**config.mk**
```make
export PLATFORM = sky130hd
export DESIGN_NAME = flash_poll_ctrl
export DESIGN_NICKNAME = d
export VERILOG_FILES = /design/src/rtl/flash_poll_pkg.sv /design/src/rtl/fpc_timer.sv /design/src/rtl/fpc_status_eval.sv /design/src/rtl/flash_poll_ctrl.sv
export SDC_FILE = /design/constraint.sdc
export NUM_CORES = 1
export LEC_CHECK = 0
export BUFFER_PORTS_ARGS = -buffer_cell sky130_fd_sc_hd__buf_2
export CORE_MARGIN = 2
export CORE_UTILIZATION = 55
export CTS_CLUSTER_DIAMETER = 30
export DETAILED_ROUTE_END_ITERATION = 10
export PLACE_DENSITY = 0.8
export SYNTH_ARGS = -nofsm -noshare
export SYNTH_HDL_FRONTEND = slang
export SYNTH_SLANG_ARGS = --single-unit
```
**constraint.sdc**
```tcl
create_clock -name clk -period 2.1 [get_ports clk]
set_input_delay 0.315 -clock clk [delete_from_list [all_inputs] [get_ports clk]]
set_output_delay 0.315 -clock clk [all_outputs]
set_load 0.01 [all_outputs]
```
**src/rtl/flash_poll_pkg.sv**
```systemverilog
package flash_poll_pkg;

   typedef enum logic [1:0] {
      PM_DATA      = 2'd0,
      PM_TOGGLE    = 2'd1,
      PM_READY     = 2'd2,
      PM_READY_ALT = 2'd3
   } poll_mode_e;

   typedef enum logic [1:0] {
      RS_OK          = 2'd0,
      RS_SUSPENDED   = 2'd1,
      RS_TIMEOUT     = 2'd2,
      RS_VERIFY_FAIL = 2'd3
   } result_e;

   typedef enum logic [2:0] {
      S_IDLE,
      S_STROBE,
      S_READ,
      S_EVAL,
      S_WAIT_RDY,
      S_SETTLE,
      S_VERIFY,
      S_VCHECK
   } poll_state_e;

   // status bit positions decoded from a flash read
   localparam int BIT_INV = 7;
   localparam int BIT_TOG = 6;
   localparam int BIT_SUS = 2;

endpackage

```
**src/rtl/fpc_timer.sv**
```systemverilog
module fpc_timer #(
   parameter int LIMIT = 16
) (
   input  logic clk,
   input  logic rst_n,
   input  logic clear,
   input  logic run,
   output logic expired
);
   localparam int CW = $clog2(LIMIT + 1);
   localparam logic [CW-1:0] LIM = CW'(LIMIT);

   logic [CW-1:0] cnt_q;

   always_ff @(posedge clk or negedge rst_n) begin
      if (!rst_n)
         cnt_q <= '0;
      else if (clear)
         cnt_q <= '0;
      else if (run && cnt_q != LIM)
         cnt_q <= cnt_q + 1'b1;
   end

   assign expired = (cnt_q == LIM);

endmodule

```
**src/rtl/fpc_status_eval.sv**
```systemverilog
module fpc_status_eval
   import flash_poll_pkg::*;
#(
   parameter int DW           = 16,
   parameter bit VERIFY_ERASE = 1'b0
) (
   input  logic          op_erase,
   input  logic [DW-1:0] exp_data,
   input  logic [DW-1:0] cur_data,
   input  logic          prev_tog,
   input  logic          prev_sus,
   output logic          poll_done,
   output logic          tog_busy,
   output logic          tog_susp,
   output logic          verify_bad
);
   assign poll_done = op_erase ? cur_data[BIT_INV]
                               : (cur_data[BIT_INV] == exp_data[BIT_INV]);
   assign tog_busy  = cur_data[BIT_TOG] ^ prev_tog;
   assign tog_susp  = !tog_busy && cur_data[BIT_TOG] && (cur_data[BIT_SUS] ^ prev_sus);

   generate
      if (VERIFY_ERASE) begin : g_erase_cmp
         assign verify_bad = op_erase ? (cur_data != {DW{1'b1}})
                                      : (cur_data != exp_data);
      end else begin : g_prog_cmp
         assign verify_bad = !op_erase && (cur_data != exp_data);
      end
   endgenerate

endmodule

```
**src/rtl/flash_poll_ctrl.sv**
```systemverilog
module flash_poll_ctrl
   import flash_poll_pkg::*;
#(
   parameter int AW            = 20,
   parameter int DW            = 16,
   parameter int CLK_MHZ       = 50,
   parameter int SETTLE_NS     = 1000,
   parameter int TIMEOUT_CYC   = 100000,
   parameter int PROG_STROBES  = 4,
   parameter int ERASE_STROBES = 6,
   parameter bit VERIFY_ERASE  = 1'b0
) (
   input  logic          clk,
   input  logic          rst_n,
   input  logic          start_i,
   input  logic          op_erase_i,
   input  logic [1:0]    mode_i,
   input  logic [AW-1:0] addr_i,
   input  logic [DW-1:0] exp_data_i,
   input  logic          cmd_strobe_i,
   input  logic          ready_i,
   output logic          rd_req_o,
   output logic [AW-1:0] rd_addr_o,
   input  logic          rd_ack_i,
   input  logic [DW-1:0] rd_data_i,
   output logic          busy_o,
   output logic          done_o,
   output logic [1:0]    status_o
);
   localparam int SETTLE_CYC = (CLK_MHZ * SETTLE_NS + 999) / 1000;
   localparam int MAX_STB    = (PROG_STROBES > ERASE_STROBES) ? PROG_STROBES : ERASE_STROBES;
   localparam int STB_W      = $clog2(MAX_STB + 1);
   localparam logic [STB_W-1:0] PROG_N  = STB_W'(PROG_STROBES);
   localparam logic [STB_W-1:0] ERASE_N = STB_W'(ERASE_STROBES);

   generate
      if (DW < 8) begin : g_chk_dw
         $error("flash_poll_ctrl: DW must cover status bit 7");
      end
      if (AW < 1) begin : g_chk_aw
         $error("flash_poll_ctrl: AW must be positive");
      end
      if (PROG_STROBES < 1 || ERASE_STROBES < 1) begin : g_chk_stb
         $error("flash_poll_ctrl: strobe counts must be positive");
      end
      if (SETTLE_CYC < 1 || TIMEOUT_CYC < 1) begin : g_chk_time
         $error("flash_poll_ctrl: settle and timeout must be at least one cycle");
      end
   endgenerate

   poll_state_e   st_q;
   poll_mode_e    mode_q;
   logic          erase_q;
   logic [AW-1:0] addr_q;
   logic [DW-1:0] exp_q;
   logic [DW-1:0] rd_q;
   logic [STB_W-1:0] stb_q;
   logic [1:0]    prev_q;      // {bit 6, bit 2} of the previous read
   logic          have_prev_q;
   logic          done_q;
   result_e       status_q;

   logic [STB_W-1:0] need_stb, stb_nxt;
   logic polling, tmo_exp, settle_exp;
   logic poll_done, tog_busy, tog_susp, verify_bad;
   logic verify_phase;

   assign need_stb = erase_q ? ERASE_N : PROG_N;
   assign stb_nxt  = stb_q + 1'b1;
   assign polling  = (st_q == S_READ) || (st_q == S_EVAL) || (st_q == S_WAIT_RDY);

   fpc_timer #(.LIMIT(TIMEOUT_CYC)) u_tmo (
      .clk     (clk),
      .rst_n   (rst_n),
      .clear   (st_q == S_STROBE),
      .run     (polling),
      .expired (tmo_exp)
   );

   fpc_timer #(.LIMIT(SETTLE_CYC)) u_settle (
      .clk     (clk),
      .rst_n   (rst_n),
      .clear   (st_q != S_SETTLE),
      .run     (st_q == S_SETTLE),
      .expired (settle_exp)
   );

   fpc_status_eval #(.DW(DW), .VERIFY_ERASE(VERIFY_ERASE)) u_eval (
      .op_erase   (erase_q),
      .exp_data   (exp_q),
      .cur_data   (rd_q),
      .prev_tog   (prev_q[1]),
      .prev_sus   (prev_q[0]),
      .poll_done  (poll_done),
      .tog_busy   (tog_busy),
      .tog_susp   (tog_susp),
      .verify_bad (verify_bad)
   );

   always_ff @(posedge clk or negedge rst_n) begin
      if (!rst_n) begin
         st_q        <= S_IDLE;
         mode_q      <= PM_DATA;
         erase_q     <= 1'b0;
         addr_q      <= '0;
         exp_q       <= '0;
         rd_q        <= '0;
         stb_q       <= '0;
         prev_q      <= '0;
         have_prev_q <= 1'b0;
         done_q      <= 1'b0;
         status_q    <= RS_OK;
      end else begin
         done_q <= 1'b0;
         case (st_q)
            S_IDLE: begin
               if (start_i) begin
                  erase_q     <= op_erase_i;
                  mode_q      <= poll_mode_e'(mode_i);
                  addr_q      <= addr_i;
                  exp_q       <= exp_data_i;
                  stb_q       <= '0;
                  have_prev_q <= 1'b0;
                  st_q        <= S_STROBE;
               end
            end
            S_STROBE: begin
               if (cmd_strobe_i) begin
                  stb_q <= stb_nxt;
                  if (stb_nxt == need_stb)
                     st_q <= (mode_q == PM_READY || mode_q == PM_READY_ALT) ? S_WAIT_RDY : S_READ;
               end
            end
            S_READ: begin
               if (tmo_exp) begin
                  st_q     <= S_IDLE;
                  done_q   <= 1'b1;
                  status_q <= RS_TIMEOUT;
               end else if (rd_ack_i) begin
                  rd_q <= rd_data_i;
                  st_q <= S_EVAL;
               end
            end
            S_EVAL: begin
               if (mode_q == PM_TOGGLE) begin
                  prev_q      <= {rd_q[BIT_TOG], rd_q[BIT_SUS]};
                  have_prev_q <= 1'b1;
                  if (!have_prev_q || tog_busy)
                     st_q <= S_READ;
                  else if (tog_susp) begin
                     st_q     <= S_IDLE;
                     done_q   <= 1'b1;
                     status_q <= RS_SUSPENDED;
                  end else
                     st_q <= S_SETTLE;
               end else begin
                  st_q <= poll_done ? S_SETTLE : S_READ;
               end
            end
            S_WAIT_RDY: begin
               if (tmo_exp) begin
                  st_q     <= S_IDLE;
                  done_q   <= 1'b1;
                  status_q <= RS_TIMEOUT;
               end else if (ready_i)
                  st_q <= S_SETTLE;
            end
            S_SETTLE: begin
               if (settle_exp)
                  st_q <= S_VERIFY;
            end
            S_VERIFY: begin
               if (rd_ack_i) begin
                  rd_q <= rd_data_i;
                  st_q <= S_VCHECK;
               end
            end
            S_VCHECK: begin
               st_q     <= S_IDLE;
               done_q   <= 1'b1;
               status_q <= verify_bad ? RS_VERIFY_FAIL : RS_OK;
            end
            default: st_q <= S_IDLE;
         endcase
      end
   end

   assign verify_phase = (st_q == S_VERIFY);
   assign rd_req_o     = (st_q == S_READ) || verify_phase;
   assign rd_addr_o    = addr_q;
   assign busy_o       = (st_q != S_IDLE);
   assign done_o       = done_q;
   assign status_o     = status_q;

endmodule

```
# After elaboration in Yosys (flattened, before gate mapping)
# Cells that the tools add are included.
[op_classes] magnitude_cmp=0 n_eq_ne=30 n_mux=41 n_addsub=3 n_mul=0 n_reduce_logical=29 shift=0 bitwise_logic=2 div=0
[ops] op="3-bit two-way mux" count=16
[ops] op="17-bit two-way mux" count=2
[ops] op="16-bit two-way mux" count=2
[ops] op="16-bit case mux with 2 select lines" count=1
[ops] op="3-bit case mux with 8 select lines" count=1
[ops] op="17-bit by 1-bit adder with 17-bit output, second input constant" count=1
[ops] op="17-bit == test, second input constant" count=1
[ops] op="17-bit inequality test, second input constant" count=1
[ops] op="16-bit inequality test" count=1
[ops] op="2-bit inequality test, second input constant" count=8
[ops] op="3-bit == test, second input constant" count=4
[ops] op="2-bit two-way mux" count=6
[ops] op="6-bit two-way mux" count=2
[ops] op="2-bit nonzero test" count=5
[ops] op="3-bit inequality test, second input constant" count=3
[ops] op="1-bit two-way mux" count=7
[ops] op="7-bit AND reduction" count=1
[ops] op="6-bit by 1-bit adder with 6-bit output, second input constant" count=1
[ops] op="3-bit by 2-bit == test with 1-bit output, second input constant" count=2
[ops] op="6-bit == test, second input constant" count=1
[ops] op="6-bit inequality test, second input constant" count=1
[ops] op="2-bit case mux with 3 select lines" count=1
[ops] op="3-bit case mux with 2 select lines" count=1
[ops] op="2-bit AND reduction" count=3
[ops] op="other kinds (18)" count=33
[word_totals] register_bits=90 output_inout_bits=25 elab_cells=118 inputBits=61 ramBits=0 rom_bits=0 latch_bits=0 memories=0

# Depth between registers and ports, before layout
[depth] word_depth=8 depth_mapped=8 mapped_depth_nobuf=7

# Modules after synthesis
# Synthesis repeated with hierarchy kept, for this count alone.
[unflattened] hier_cells=385 area_unflattened_um2=4535.6
[modules_own_cells] module="flash_poll_ctrl" seq_area_each_um2=1676.6 cells_per_inst=219 area_each_um2=2982.9 n_inst=1
[modules_own_cells] module="fpc_timer (u_tmo)" seq_area_each_um2=425.4 cells_per_inst=100 area_each_um2=963.4 n_inst=1
[modules_own_cells] module="fpc_timer (u_settle)" seq_area_each_um2=150.1 cells_per_inst=40 area_each_um2=375.4 n_inst=1
[modules_own_cells] module="fpc_status_eval" seq_area_each_um2=0.0 cells_per_inst=26 area_each_um2=214.0 n_inst=1

# Worst setup path after synthesis
# OpenSTA, ideal clock, no wires.
[synth_path] kind="register to register" from="register u_tmo.cnt_q[8]" to="register rd_q[10]" required_ps=1975 setup_ps=125 synth_period_minus_slack_ps=1958 n_path_buf=1 arrival_ps=1834 stages_incl_launch_ff=6 path_slack_ps=142 cell_sequence="dfrtp_1 -> nor4_1 -> nand4_2 -> o211ai_4 -> buf_6 -> mux2_2"
[synth_via] elab_chain_len=3
[synth_lines] element="start: declaration" line="fpc_timer.sv:13" source="logic [CW-1:0] cnt_q;"
[synth_lines] element="start signal: assignment" line="fpc_timer.sv:21" source="cnt_q <= cnt_q + 1'b1;"
[synth_lines] element="17-bit == test" line="fpc_timer.sv:24" source="assign expired = (cnt_q == LIM);"
[synth_lines] element="2-bit inequality test (no source line)"
[synth_lines] element="2-bit AND reduction (no source line)"
[synth_lines] element="end signal: assignment" line="flash_poll_ctrl.sv:140" source="rd_q <= rd_data_i;"
[synth_lines] element="end signal: assignment" line="flash_poll_ctrl.sv:174" source="rd_q <= rd_data_i;"
[synth_lines] element="end: declaration" line="flash_poll_ctrl.sv:56" source="logic [DW-1:0] rd_q;"
# No other way between the ends.
# A chain may end at the register's enable or synchronous reset.

# Worst setup path after layout
[layout_path] from="register u_tmo.cnt_q[1]" to="register st_q[0]"
[layout_via] elab_chain_len=3 word_cells_on_any_way=7 classes_between="eq/ne: 3; mux: 3; reduce/logical: 1"
[layout_lines] element="17-bit == test *" line="fpc_timer.sv:24"
[layout_lines] element="3-bit inequality test (no source line), or another cell as far along"
[layout_lines] element="7-bit AND reduction (no source line) or 3-bit case mux with 8 select lines (tied branches)"
[layout_lines] element="end signal: assignment" line="flash_poll_ctrl.sv:131" source="st_q <= (mode_q == PM_READY || mode_q == PM_READY_ALT) ? S_WAIT_RDY : S_READ;"
[layout_lines] element="end signal: assignment" line="flash_poll_ctrl.sv:157" source="st_q <= poll_done ? S_SETTLE : S_READ;"
[layout_lines] element="end: declaration" line="flash_poll_ctrl.sv:51" source="poll_state_e st_q;"
# Every way passes the cells marked *; elsewhere a longest branch is shown, timed or not.

==> flow_metrics.tcl <==
set metrics [dict create \
    grt_pass1_vias 3384 \
    synth.yosys.seq_area_share_pct 52.04 \
    grt_start_max_net_pins 42 \
    initial_core_util_pct 56.30 \
    routed_wl_um 9215 \
    cts_buffer_depth 2 \
    port-buffer-count 85 \
    rows 32 \
    via_per_inst 5.653 \
    yosys.area.top_type_share_pct 52.04 \
    slowest_stage "dfrtp_1" \
    clkTransAtPathRegs_ns 0.10 \
    finalPower_w 0.003245 \
    ys_async_sr_fraction_pct 100.0 \
    hold_violations 0 \
    yosysWarnings 0 \
    root_buffer "clkbuf_8" \
    setup_viol 0 \
    die-area_mm2 0.008594 \
    grt_use_total_pct 23.07 \
    startpoint_type "flop" \
    dp.final_hpwl_um 6719 \
    holdWs_ns 0.1751 \
    period_needed_ns 2.044 \
    crit_path_end_kind "flop" \
    max-slew-margin-rel_pct 61.97 \
    synth_edf_count 0 \
    grt-ovfl-total 0 \
    worst_ep_required_time_ns 2.34 \
    drc 0 \
    antenna_left 0 \
    cap_violations 0 \
    synth.area.top_cells "dfrtp_1 (52%), mux2_2 (14%), xnor2_1 (5.3%)" \
    vias 3279 \
    grt_pass1_wl_um 15620 \
    final_util_pct 68.49 \
    place_ws_ns 0.06947 \
    numCtsBuffers 9 \
    htree_levels 3 \
    area_growth_pct 21.65 \
    routedWlPerCell_um 15.89 \
    worstMarginPinSlew_ns 0.5661 \
    crit_type "reg -> reg" \
    final.setup_skew_ns 0.01470 \
    io-pin-count 86 \
    crit_path_max_fanout 9 \
    diodes 0 \
    coreArea_mm2 0.007687 \
    avgSynthCellArea_um2 11.67 \
    final_nets 540 \
    worst_slack_ns 0.05603 \
    first_pass_iters 4 \
    synth_ff_type "dfrtp_1" \
    ys_ff_latch 90 \
    syn_nets 438 \
    final_cells 580 \
    numClockSinks 90 \
    fin_crit_sh_pct 97.33 \
    timing.fmax_ghz 0.4892 \
    die_w_um 92.71 \
    p_leak_nw 2.517 \
    cts_setup_buffers 0 \
    syn_area_mm2 0.004328 \
    insertion_delay_ns 0.37 \
    drive_gt1_share_pct 40.17 \
    drt-initial-drc-count 191 \
    die_y_um 92.71 \
    report.final.slew_viol_count 0 \
    netlist-cell-type-count 54 \
    crit_path_cell_trace "inv_1 > ha_1 > and4b_1 > and4_2 > nor3_1 > a211oi_1 > a31oi_1" \
    status "finished, final reports clean" \
    cts_tree "done" \
    hp-class "in -> reg" \
    globalplace.congestion 0.9278 \
    worstPathArrival_ns 2.28 \
    synth_most_common_cell "dfrtp_1" \
    syn_inst 371 \
    synth_area_leader_cell "dfrtp_1" \
    ys_top_cells_by_count "dfrtp_1 (90), mux2_2 (55), xnor2_1 (26), nor2_1 (23), nand3_1 (17)" \
    place_inst 563 \
    fillers 592 \
    vdd.ir_drop.worst_mv 0.4328 \
    critPathMaxStageDelay_ns 0.43 \
    antenna_found_initial 0 \
    powerDensity_mw_per_mm2 616.4 \
]
## cell type report
| type | count | area, µm² | share of cell area (%) |
|---|---|---|---|
| clock buffers | 10 | 137.6 | 2.614 |
| clock inverters | 6 | 72.57 | 1.378 |
| inverters | 9 | 33.78 | 0.6416 |
| multi-input cells | 257 | 2014 | 38.26 |
| flip-flops and latches | 90 | 2253 | 42.80 |
| well taps | 102 | 127.6 | 2.424 |
| repair buffers | 106 | 625.6 | 11.88 |
## final timing paths
path / from / endpoint / slack (ns) / cells past startpoint
max: u_tmo.cnt_q[1]$_DFFE_PN0P_ / st_q[0]$_DFFE_PN0P_ / 0.06 / 7
min: rd_data_i[13] / rd_q[13]$_DFFE_PN0P_ / 0.18 / 2
max reg2reg: u_tmo.cnt_q[1]$_DFFE_PN0P_ / st_q[0]$_DFFE_PN0P_ / 0.06 / 7
min reg2reg: status_o[0]$_DFFE_PN0P_ / status_o[0]$_DFFE_PN0P_ / 0.48 / 1
max in group asynchronous: rst_n / rd_q[2]$_DFFE_PN0P_ / 1.07 / 3
min in group asynchronous: rst_n / u_settle.cnt_q[4]$_DFFE_PN0P_ / 0.42 / 2
## routing by layer
| metal | wire length, µm | GRT usage, % | vias up |
|---|---|---|---|
| li1 | - | - | 1552 |
| met1 | 3848 | 30.06 | 1585 |
| met2 | 4610 | 38.08 | 113 |
| met3 | 449 | 3.662 | 29 |
| met4 | 307 | 10.78 | 0 |
| met5 | 0 | 0 | - |
## what timing repair did
item                                   CTS  global route
hold buffers                             1             0
gates resized for setup                  0             8
setup endpoints to repair                0            26
endpoints found under the hold margin   30             0
## layout by cell type (no fill, tap or decap), types with 5 or more instances in the layout
master,count
buf_4,18
buf_2,84
clkbuf_8,10
or4_1,6
nand3_1,17
inv_1,8
nand2_1,12
xor2_1,5
xnor2_1,26
a21oi_1,12
o21ai_0,15
or3_1,9
mux2_2,55
dfrtp_1,89
nor3_1,8
ha_1,6
nor2_1,22
nand4_1,7
## worst max-delay path: cells and delay by family, from the launching register on
kind,cells,cell delay (ns)
AO/OA/AOI/OAI,2,0.47
adder cells (fa/ha/maj),1,0.16
buffers and inverters,1,0.11
flip-flops,1,0.43
AND/OR/NAND/NOR,3,0.74
## where the power goes
group	switching (W)	internal, W	leakage [nW]
combinational	0.0000945	0.000107	1.23
clock	0.000649	0.000597	0.104
sequential	0.0000259	0.00177	1.18
## sequential cells by signal, summed over array words and instances (netlist names), 3 cells and up
register and flops:
rd_q 16, stb_q 3, rd_addr_o 20, u_tmo.cnt_q 17
exp_q 16, st_q 3, u_settle.cnt_q 6
## kinds of logic (layout without fill, tap and decap cells)
group | after synthesis | after routing | share of synthesized area, %
and+or+nand+nor | 109 | 109 | 14.28
DFF | 90 | 90 | 52.04
muxes | 58 | 58 | 15.06
adders and majority gates | 6 | 6 | 1.735
buffers and inverters | 24 | 131 | 2.486
AOI/OAI and AO/OA | 53 | 53 | 8.124
xor gates and xnor gates | 31 | 31 | 6.273
## stage by stage
stage,TNS [ns],instance area [µm²]
6_report,0,5265
5_1_grt,-0.03343,5265
4_1_cts,0,5225
3_5_place_dp,0,5005
3_3_place_gp,0,5005
2_1_floorplan,0,4328
(Power assumes the default switching activity.)
